`config.mk`:
```
export PLATFORM = sky130hd
export DESIGN_NAME = e1_slot_mux
export DESIGN_NICKNAME = d
export VERILOG_FILES = /design/src/rtl/e1_mux_pkg.sv /design/src/rtl/e1_slot_timer.sv /design/src/rtl/e1_byte_fifo.sv /design/src/rtl/e1_slot_lane.sv /design/src/rtl/e1_slot_mux.sv
export SDC_FILE = /design/constraint.sdc
export NUM_CORES = 1
export LEC_CHECK = 0
export ABC_AREA = 1
export CAP_MARGIN = 20
export CORE_ASPECT_RATIO = 0.9
export CORE_MARGIN = 2
export CORE_UTILIZATION = 50
export CTS_BUF_LIST = sky130_fd_sc_hd__clkbuf_4 sky130_fd_sc_hd__clkbuf_8 sky130_fd_sc_hd__clkbuf_16
export CTS_CLUSTER_SIZE = 10
export DETAILED_ROUTE_END_ITERATION = 7
export DONT_BUFFER_PORTS = 1
export GPL_ROUTABILITY_DRIVEN = 0
export GPL_TIMING_DRIVEN = 0
export PLACE_DENSITY = 0.69
export SLEW_MARGIN = 20
export SYNTH_ARGS = -nofsm -noshare
export SYNTH_HDL_FRONTEND = slang
export SYNTH_SLANG_ARGS = --single-unit
```
`constraint.sdc`:
```
create_clock -name clk -period 6.81 [get_ports clk]
set_clock_uncertainty 0.1 [all_clocks]
set_input_delay 0.681 -clock clk [delete_from_list [all_inputs] [get_ports clk]]
set_output_delay 0.681 -clock clk [all_outputs]
set_load 0.05 [all_outputs]
```
`src/rtl/e1_mux_pkg.sv`:
```
package e1_mux_pkg;
  localparam int OCTET_BITS = 8;
  localparam int BIT_W      = $clog2(OCTET_BITS);
  typedef logic [OCTET_BITS-1:0] octet_t;
  localparam octet_t IDLE_OCTET = 8'hFF;
endpackage

```
`src/rtl/e1_slot_timer.sv`:
```
module e1_slot_timer
  import e1_mux_pkg::*;
#(
  parameter int SLOTS  = 32,
  parameter int SLOT_W = $clog2(SLOTS)
) (
  input  logic              clk,
  input  logic              rst_n,
  input  logic              fp_i,
  output logic [SLOT_W-1:0] cur_slot,
  output logic [BIT_W-1:0]  cur_bit
);
  localparam logic [SLOT_W-1:0] LAST_SLOT = SLOT_W'(SLOTS - 1);
  localparam logic [BIT_W-1:0]  MSB_BIT   = BIT_W'(OCTET_BITS - 1);

  logic [SLOT_W-1:0] cnt_slot;
  logic [BIT_W-1:0]  cnt_bit;

  // A frame pulse overrides the free-running count in the same cycle.
  assign cur_slot = fp_i ? '0 : cnt_slot;
  assign cur_bit  = fp_i ? MSB_BIT : cnt_bit;

  always_ff @(posedge clk) begin
    if (!rst_n) begin
      cnt_slot <= '0;
      cnt_bit  <= MSB_BIT;
    end else if (cur_bit == '0) begin
      cnt_bit  <= MSB_BIT;
      cnt_slot <= (cur_slot == LAST_SLOT) ? '0 : cur_slot + 1'b1;
    end else begin
      cnt_bit  <= cur_bit - 1'b1;
      cnt_slot <= cur_slot;
    end
  end
endmodule

```
`src/rtl/e1_byte_fifo.sv`:
```
module e1_byte_fifo
  import e1_mux_pkg::*;
#(
  parameter int DEPTH = 4,
  parameter int AW    = (DEPTH > 1) ? $clog2(DEPTH) : 1
) (
  input  logic   clk,
  input  logic   rst_n,
  input  logic   in_valid,
  output logic   in_ready,
  input  octet_t in_data,
  output logic   out_valid,
  input  logic   out_ready,
  output octet_t out_data
);
  localparam logic [AW:0]   FULL_CNT = (AW+1)'(DEPTH);
  localparam logic [AW-1:0] LAST_IDX = AW'(DEPTH - 1);

  octet_t          mem [DEPTH];
  logic [AW-1:0]   wr_ptr, rd_ptr;
  logic [AW:0]     count;
  logic            do_push, do_pop;

  assign in_ready  = (count != FULL_CNT);
  assign out_valid = (count != '0);
  assign out_data  = mem[rd_ptr];
  assign do_push   = in_valid && in_ready;
  assign do_pop    = out_valid && out_ready;

  always_ff @(posedge clk) begin
    if (do_push) mem[wr_ptr] <= in_data;
  end

  always_ff @(posedge clk) begin
    if (!rst_n) begin
      wr_ptr <= '0;
      rd_ptr <= '0;
      count  <= '0;
    end else begin
      if (do_push) wr_ptr <= (wr_ptr == LAST_IDX) ? '0 : wr_ptr + 1'b1;
      if (do_pop)  rd_ptr <= (rd_ptr == LAST_IDX) ? '0 : rd_ptr + 1'b1;
      case ({do_push, do_pop})
        2'b10:   count <= count + 1'b1;
        2'b01:   count <= count - 1'b1;
        default: count <= count;
      endcase
    end
  end
endmodule

```
`src/rtl/e1_slot_lane.sv`:
```
module e1_slot_lane
  import e1_mux_pkg::*;
(
  input  logic             clk,
  input  logic             rst_n,
  input  logic             ser_i,
  input  logic             owned,
  input  logic [BIT_W-1:0] cur_bit,
  input  octet_t           tx_head,
  input  logic             tx_have,
  output logic             tx_take,
  input  logic             rx_room,
  output logic             rx_push,
  output octet_t           rx_octet,
  output logic             ser_o,
  output logic             underrun_o,
  output logic             overrun_o
);
  localparam logic [BIT_W-1:0] MSB_BIT = BIT_W'(OCTET_BITS - 1);

  octet_t rx_sh, tx_sh, tx_pick;
  logic   slot_start, slot_end, out_bit;

  assign slot_start = owned && (cur_bit == MSB_BIT);
  assign slot_end   = owned && (cur_bit == '0);
  assign tx_pick    = tx_have ? tx_head : IDLE_OCTET;
  assign tx_take    = slot_start && tx_have;
  assign rx_octet   = {rx_sh[OCTET_BITS-2:0], ser_i};
  assign rx_push    = slot_end && rx_room;

  always_comb begin
    if (!owned)          out_bit = ser_i;
    else if (slot_start) out_bit = tx_pick[OCTET_BITS-1];
    else                 out_bit = tx_sh[cur_bit];
  end

  always_ff @(posedge clk) begin
    if (!rst_n) begin
      rx_sh      <= '0;
      tx_sh      <= IDLE_OCTET;
      ser_o      <= 1'b1;
      underrun_o <= 1'b0;
      overrun_o  <= 1'b0;
    end else begin
      rx_sh      <= rx_octet;
      if (slot_start) tx_sh <= tx_pick;
      ser_o      <= out_bit;
      underrun_o <= slot_start && !tx_have;
      overrun_o  <= slot_end && !rx_room;
    end
  end
endmodule

```
`src/rtl/e1_slot_mux.sv`:
```
module e1_slot_mux
  import e1_mux_pkg::*;
#(
  parameter int SLOTS     = 32,
  parameter int RXF_DEPTH = 4,
  parameter int TXF_DEPTH = 4
) (
  input  logic             clk,
  input  logic             rst_n,
  input  logic [SLOTS-1:0] slot_mask,
  input  logic             fp_i,
  input  logic             ser_i,
  output logic             ser_o,
  output logic [7:0]       rx_data,
  output logic             rx_valid,
  input  logic             rx_ready,
  input  logic [7:0]       tx_data,
  input  logic             tx_valid,
  output logic             tx_ready,
  output logic             underrun_o,
  output logic             overrun_o
);
  localparam int SLOT_W = $clog2(SLOTS);

  logic [SLOT_W-1:0] cur_slot;
  logic [BIT_W-1:0]  cur_bit;
  logic [SLOTS-1:0]  own_map;
  logic              owned;
  octet_t            tx_head, rx_octet;
  logic              tx_have, tx_take, rx_room, rx_push;

  // Slot 0 carries framing and can never be owned.
  for (genvar g = 0; g < SLOTS; g++) begin : g_own
    if (g == 0) begin : g_frame
      assign own_map[g] = 1'b0;
    end else begin : g_data
      assign own_map[g] = slot_mask[g];
    end
  end
  assign owned = own_map[cur_slot];

  e1_slot_timer #(.SLOTS(SLOTS), .SLOT_W(SLOT_W)) u_timer (
    .clk(clk), .rst_n(rst_n), .fp_i(fp_i),
    .cur_slot(cur_slot), .cur_bit(cur_bit)
  );

  e1_byte_fifo #(.DEPTH(TXF_DEPTH)) u_txf (
    .clk(clk), .rst_n(rst_n),
    .in_valid(tx_valid), .in_ready(tx_ready), .in_data(tx_data),
    .out_valid(tx_have), .out_ready(tx_take), .out_data(tx_head)
  );

  e1_byte_fifo #(.DEPTH(RXF_DEPTH)) u_rxf (
    .clk(clk), .rst_n(rst_n),
    .in_valid(rx_push), .in_ready(rx_room), .in_data(rx_octet),
    .out_valid(rx_valid), .out_ready(rx_ready), .out_data(rx_data)
  );

  e1_slot_lane u_lane (
    .clk(clk), .rst_n(rst_n), .ser_i(ser_i), .owned(owned),
    .cur_bit(cur_bit), .tx_head(tx_head), .tx_have(tx_have),
    .tx_take(tx_take), .rx_room(rx_room), .rx_push(rx_push),
    .rx_octet(rx_octet), .ser_o(ser_o),
    .underrun_o(underrun_o), .overrun_o(overrun_o)
  );
endmodule

```
==> reports/metrics.csv, run 1 <==
stage,metric,value,unit
die,row_count,33,
min_path,hold_class,in2reg,
global_routing,antenna_found_initial,0,
global_routing,grt_start_max_net_pins,23,
logic_synthesis,ys_types,34,
final_layout,antenna_cells,0,
logic_synthesis,synth-simple-area-share,0.180,
logic_synthesis,synthAdderAreaFrac,0.0531,
sta,worst_pin_slew,1.15,ns
placed_design,dp_slack,3.70,ns
sta,max_freq,318,MHz
critical_path,start_kind,flop,
sta,setup_viol,0,
die,core_area,9170,um2
placed_design,dpl.hpwl,6230,um
cts,cts_tree,yes,
critical_path,crit_type,reg2out,
power_and_ir_drop,peakVddDrop,0.145,mV
sta,setup_slack,3.66,ns
drt,top_layer_used,met4,
logic_synthesis,synth_top_family_by_area,simple AND/OR/NAND/NOR gates,
placed_design,place_inst,602,
sta,maxSlewHeadroom,0.244,
critical_path,crit_arrival,2.37,ns
die,start_util,0.519,
global_routing,grt_usage,0.178,
drt,wl_met1,4110,um
cts,cts_hold_buf,0,
power_and_ir_drop,power_density,223,nW/um2
sta,tns,0,ns
sta,final_max_slew_viol_count,0,
critical_path,cp_top_family,compound AO/OA/AOI/OAI gates,
drt,avgRoutedWirePerCell,14.2,um
cts,cts_root_buffer,clkbuf_8,
sta,hold_viol,0,
drt,dr_wl_met2,4210,um
logic_synthesis,synth_seq_area_share,0.589,
placed_design,io_buffers,0,
global_routing,grt_pass1_vias,2961,
logic_synthesis,synth-warning-count,0,
power_and_ir_drop,leakagePower,2.04,nW
sta,post-route-min-period,3.15,ns
logic_synthesis,synth_nets,545,
logic_synthesis,ys_ff_latch,108,
final_layout,nets,556,
global_routing,grt_pass1_wl,14100,um
cts,clk_transition_reported_paths,0.12,ns
final_layout,finalCoreUtilization,0.559,
logic_synthesis,syn_area_per_cell,9.91,um2
critical_path,endpoint_kind,output pin,
final_layout,seqCellArea,2800,um2
final_layout,fillerInstances,817,
drt,met3WireLength,427,um
cts,clock_path_buffers,2,
cts,cts.sinks,108,
drt,ant_nets,0,
global_routing,grt_overflow_total,0,
power_and_ir_drop,total_power,1.14,mW
flow_run,maxCapViolations,0,
drt,dr.pass1.iters,4,
drt,drtIter0Drc,170,
logic_synthesis,synthCells,480,
cts,cts_resized,0,
die,die_h,96.5,um
final_layout,final_common_cell,nor2_1,
cts,cts_buffers,9,
logic_synthesis,synth_compound_area_frac,0.116,
critical_path,path_cells,inv_1 -> clkbuf_1 -> o21ai_0 -> o22ai_1,
cts,cts_setup_buffers,0,
sta,finalCritPeriodShare,0.462,
critical_path,cp_num_buf_inv,2,
die,dieWidth,107,um
critical_path,slowest_stage,o22ai_1,
drt,drc_errors,0,
logic_synthesis,synthesis.area,4760,um2
sta,rsz0062_at_grt,false,
final_layout,drive_above_1_share,0.0827,
drt,vias,3307,
logic_synthesis,yosys.area_share.xor_xnor,0.00184,
critical_path,max_stage_delay,0.83,ns
logic_synthesis,muxShareOfSynthArea,0.00237,
final_layout,most-common-layout-cells,"nor2_1 (78), edfxtp_1 (64), nand2_1 (61)",
die,ios,59,
final_layout,multi_input_area,1680,um2
die,die_area,10300,um2
run_status,status,"finished, final reports clean",
final_layout,area_growth,7.68,%
cts,htreeDepth,3,
critical_path,path_max_fanout,10,
drt,wl,8800,um
critical_path,worstPathRequired,6.03,ns
drt,via_per_inst,5.35,
cts,insertion_delay,0.37,ns
final_layout,final_cells,618,
## layer usage
metal  vias to the layer above  GRT usage
li1                       1657          -
met1                      1562      0.243
met2                        81      0.290
met3                         7     0.0369
met4                         0     0.0509
met5                         -          0
## per-stage QoR
stage / cell area, um2 / hold slack, ns
3_3_place_gp: 4910 / 0.336
3_5_place_dp: 4910 / 0.345
5_1_grt: 5120 / 0.265
6_report: 5120 / 0.297
2_1_floorplan: 4760 / 0.324
4_1_cts: 5120 / 0.275
## Yosys cell counts, drive strengths merged
cell type,n,area share
mux2,1,0.0024
ha,17,0.045
a31oi,1,0.0013
o221ai,1,0.0018
fa,2,0.0084
o21ai,49,0.052
o22ai,17,0.022
buf,6,0.010
dfxtp,44,0.19
nand2,66,0.060
edfxtp,64,0.40
nor3,4,0.0053
clkbuf,7,0.0055
nand3,45,0.053
a211oi,1,0.0016
o211a,1,0.0021
inv,53,0.042
o211ai,7,0.018
nor2,78,0.062
xor2,1,0.0018
a311oi,1,0.0018
a21oi,14,0.015
## cells by family (layout without fill, tap and decap cells)
group	count (synthesis)	in the layout
multiplexers	1	1
buffers and inverters	66	82
AND/OR/NAND/NOR	193	193
AO/OA/AOI/OAI	92	92
flip-flops	108	108
adder cells (fa/ha/maj)	19	19
XOR/XNOR	1	1
## report_power, final
part,switching (mW),internal (mW),total (mW)
registers,0.00573,0.702,0.708
logic,0.0304,0.0126,0.0430
clock network,0.240,0.151,0.391
total,0.276,0.866,1.14
## worst reg2reg max path, stage by stage, from the launching register on
cell	delay, ns
dfxtp_1	0.32
buf_2	0.21
buf_2	0.24
nand3_1	0.09
nand3_1	0.08
nand3_1	0.07
nand3_1	0.11
nand3_2	0.11
nand2_4	0.14
nand3_2	0.14
inv_1	0.10
ha_1	0.13
inv_1	0.07
fa_1	0.37
a21oi_1	0.14
o21ai_0	0.11
o21ai_0	0.17
a21oi_1	0.05
## worst paths after layout
| check | start | end | slack, ns | cells after the start |
|---|---|---|---|---|
| setup / recovery | flop | rx_data[5] | 3.66 | 4 |
| hold / removal | ser_i | u_rxf.mem[3][0]$_DFFE_PP_ | 0.30 | 0 |
| hold reg to reg | u_timer.cnt_slot[3]$_SDFF_PN0_ | u_timer.cnt_slot[3]$_SDFF_PN0_ | 0.36 | 1 |
| setup reg to reg | u_timer.cnt_slot[0]$_SDFF_PN0_ | u_txf.count[2]$_SDFFE_PN0P_ | 3.96 | 17 |
## area by class of cell
class	count	share of cell area
inverters	53	0.0393
flip-flops and latches	108	0.547
well taps	122	0.0298
plain buffers	13	0.0144
clock inverters	7	0.0173
clock buffers	9	0.0242
multi-input cells	306	0.328
## flip-flops by register name, summed over array words and instances, names as in the netlist, named ones only
| signal | cells |
|---|---|
| u_lane.tx_sh | 8 |
| u_rxf.wr_ptr | 2 |
| u_lane.ser_o | 1 |
| u_rxf.count | 3 |
| u_lane.overrun_o | 1 |
| u_lane.rx_sh | 7 |
| u_rxf.rd_ptr | 2 |
| u_txf.wr_ptr | 2 |
| u_timer.cnt_slot | 5 |
| u_txf.mem | 32 |
| u_txf.rd_ptr | 2 |
| u_timer.cnt_bit | 3 |
| u_rxf.mem | 32 |
| u_txf.count | 3 |
| u_lane.underrun_o | 1 |
No activity file was read; power rests on OpenSTA's default activity.
==> run 2, diff against run 1 <==
==> constraint.sdc (replaced) <==
create_clock -name clk -period 3.2 [get_ports clk]
set_clock_uncertainty 0.1 [all_clocks]
set_input_delay 0.32 -clock clk [delete_from_list [all_inputs] [get_ports clk]]
set_output_delay 0.32 -clock clk [all_outputs]
set_load 0.05 [all_outputs]
==> reports/metrics.csv, run 2 (synthesized netlist as in run 1, its figures left out) <==
stage,metric,value,unit,change
run_status,status,"finished, final reports clean",,unchanged
sta,finalCritPeriodShare,0.891,,
global_routing,grt_overflow_total,0,,unchanged
final_layout,nets,565,,was 556
drt,wl,8960,um,was 8800 um
drt,vias,3358,,"was 3,307"
sta,post-route-min-period,2.85,ns,
critical_path,slowest_stage,fa_1,,was o22ai_1
sta,maxSlewHeadroom,0.253,,was 0.244
placed_design,place_inst,602,,unchanged
sta,worst_pin_slew,1.14,ns,was 1.15 ns
sta,tns,0,ns,unchanged
cts,cts_root_buffer,clkbuf_8,,unchanged
drt,via_per_inst,5.36,,was 5.35
drt,drc_errors,0,,unchanged
critical_path,path_max_fanout,10,,unchanged
global_routing,grt_start_max_net_pins,23,,unchanged
final_layout,top_regs,"u_rxf.mem x32, u_txf.mem x32, u_lane.tx_sh x8",,unchanged
final_layout,drive_above_1_share,0.0832,,was 0.0827
cts,cts.sinks,108,,unchanged
drt,drtIter0Drc,176,,was 170
critical_path,endpoint_kind,flop,,was output pin
final_layout,area_growth,9.68,%,was 7.68%
cts,cts_buffers,9,,unchanged
cts,cts_setup_buffers,0,,unchanged
placed_design,io_buffers,0,,unchanged
global_routing,grt_usage,0.180,,was 0.178
die,core_area,9170,um2,unchanged
die,ios,59,,unchanged
cts,clk_transition_reported_paths,0.10,ns,was 0.12 ns
sta,rsz0062_at_grt,false,,unchanged
critical_path,worstPathRequired,3.36,ns,was 6.03 ns
global_routing,grt_pass1_wl,14300,um,"was 14,100 um"
placed_design,place_area,4910,um2,unchanged
die,start_util,0.519,,unchanged
global_routing,grt_pass1_vias,3003,,"was 2,961"
sta,hold_viol,0,,unchanged
cts,clock_path_buffers,2,,unchanged
drt,ant_nets,0,,unchanged
final_layout,final_common_cell,nor2_1,,unchanged
critical_path,crit_type,reg2reg,,was reg2out
drt,avgRoutedWirePerCell,14.3,um,was 14.2 um
min_path,hold_class,in2reg,,unchanged
cts,htreeDepth,3,,unchanged
critical_path,max_stage_delay,0.37,ns,was 0.83 ns
global_routing,antenna_found_initial,0,,unchanged
sta,setup_viol,0,,unchanged
sta,final_max_slew_viol_count,0,,unchanged
final_layout,final_cells,627,,was 618
critical_path,cp_top_family,simple AND/OR/NAND/NOR gates,,was compound AO/OA/AOI/OAI gates
drt,dr.pass1.iters,4,,unchanged
final_layout,antenna_cells,0,,unchanged
final_layout,final_area,5220,um2,was 5120 um2
power_and_ir_drop,peakVddDrop,0.308,mV,was 0.145 mV
cts,cts_tree,yes,,unchanged
critical_path,crit_arrival,3.01,ns,was 2.37 ns
critical_path,cp_common_cell,nand3_1,,
die,row_count,33,,unchanged
die,die_area,10300,um2,unchanged
placed_design,dpl.hpwl,6230,um,unchanged
critical_path,cp_num_buf_inv,4,,was 2
critical_path,start_kind,flop,,unchanged
final_layout,most-common-layout-cells,"nor2_1 (77), edfxtp_1 (64), nand2_1 (61)",,"was nor2_1 (78), edfxtp_1 (64), nand2_1 (61)"
die,die_h,96.5,um,unchanged
sta,max_freq,351,MHz,
power_and_ir_drop,power_density,468,nW/um2,was 223 nW/um2
die,dieWidth,107,um,unchanged
cts,insertion_delay,0.37,ns,about the same
critical_path,path_cells,buf_2 -> clkbuf_4 -> nand3_1 -> nand3_1 -> nand3_1 -> nand3_1 -> nand3_2 -> nand2_4 -> nand3_2 -> inv_1 -> ha_1 -> inv_1 -> fa_1 -> a21oi_1 -> o21ai_0 -> o21ai_0 -> a21oi_1,,was inv_1 -> clkbuf_1 -> o21ai_0 -> o22ai_1
flow_run,maxCapViolations,0,,unchanged
power_and_ir_drop,leakagePower,2.08,nW,was 2.04 nW
-- run 2: cell types whose count changed in the layout (fill, tap and decap cells not counted) --
cell	change
nor2_1	-1
buf_2	-1
dlygate4sd3_1	+9
clkbuf_4	+1
nor2_2	+1
-- run 2: cell type report --
cell class,count,area [um2]
Clock buffer,9,124
Timing Repair Buffer,9,90.1
Tap cell,122,153
Fill cell,819,3950
Sequential cell,108,2800
Multi-Input combinational cell,306,1680
Clock inverter,7,88.8
Inverter,53,201
Buffer,13,76.3
-- run 2: per-stage QoR --
step	hold slack [ns]	setup WS, ns	utilization	total power [mW]
2_1_floorplan	0.318	0.646	-	1.61
3_3_place_gp	0.319	0.398	0.535	1.63
3_5_place_dp	0.319	0.332	0.535	1.63
4_1_cts	0.0200	0.322	0.569	2.47
5_1_grt	0.0473	0.0106	0.569	2.53
6_report	0.0453	0.349	0.569	2.44
-- run 2: what timing repair did --
action,CTS,global route
gates resized for setup,0,2
hold buffers,9,0
setup endpoints to repair,0,1
endpoints found under the hold margin,37,0
-- run 2: worst paths after layout --
check | endpoint | from | cells past startpoint | slack (ns)
max | u_txf.count[2]$_SDFFE_PN0P_ | u_timer.cnt_slot[0]$_SDFF_PN0_ | 17 | 0.35
min | u_timer.cnt_slot[2]$_SDFF_PN0_ | rst_n | 2 | 0.05
max reg2reg | u_txf.count[2]$_SDFFE_PN0P_ | u_timer.cnt_slot[0]$_SDFF_PN0_ | 17 | 0.35
min reg2reg | u_timer.cnt_slot[3]$_SDFF_PN0_ | u_timer.cnt_slot[3]$_SDFF_PN0_ | 1 | 0.36
-- run 2: worst register-to-register path: stages, from the launching register on --
cell and delay [ns]:
dfxtp_1 0.32, buf_2 0.21, clkbuf_4 0.24, nand3_1 0.08, nand3_1 0.08, nand3_1 0.07
nand3_1 0.11, nand3_2 0.11, nand2_4 0.14, nand3_2 0.15, inv_1 0.10, ha_1 0.13
inv_1 0.07, fa_1 0.37, a21oi_1 0.14, o21ai_0 0.11, o21ai_0 0.17, a21oi_1 0.05
-- run 2: power by group --
part	internal (mW)	total (mW)	switching, mW
combinational	0.0344	0.105	0.0707
sequential	1.49	1.51	0.0122
clock	0.322	0.832	0.510
total	1.85	2.44	0.593
-- run 2: metal layers --
| metal | track usage | part of all wire |
|---|---|---|
| met3 | 0.0349 | 0.044 |
| met5 | 0 | 0 |
| met4 | 0.0487 | 0.0067 |
| met2 | 0.295 | 0.48 |
| met1 | 0.248 | 0.47 |
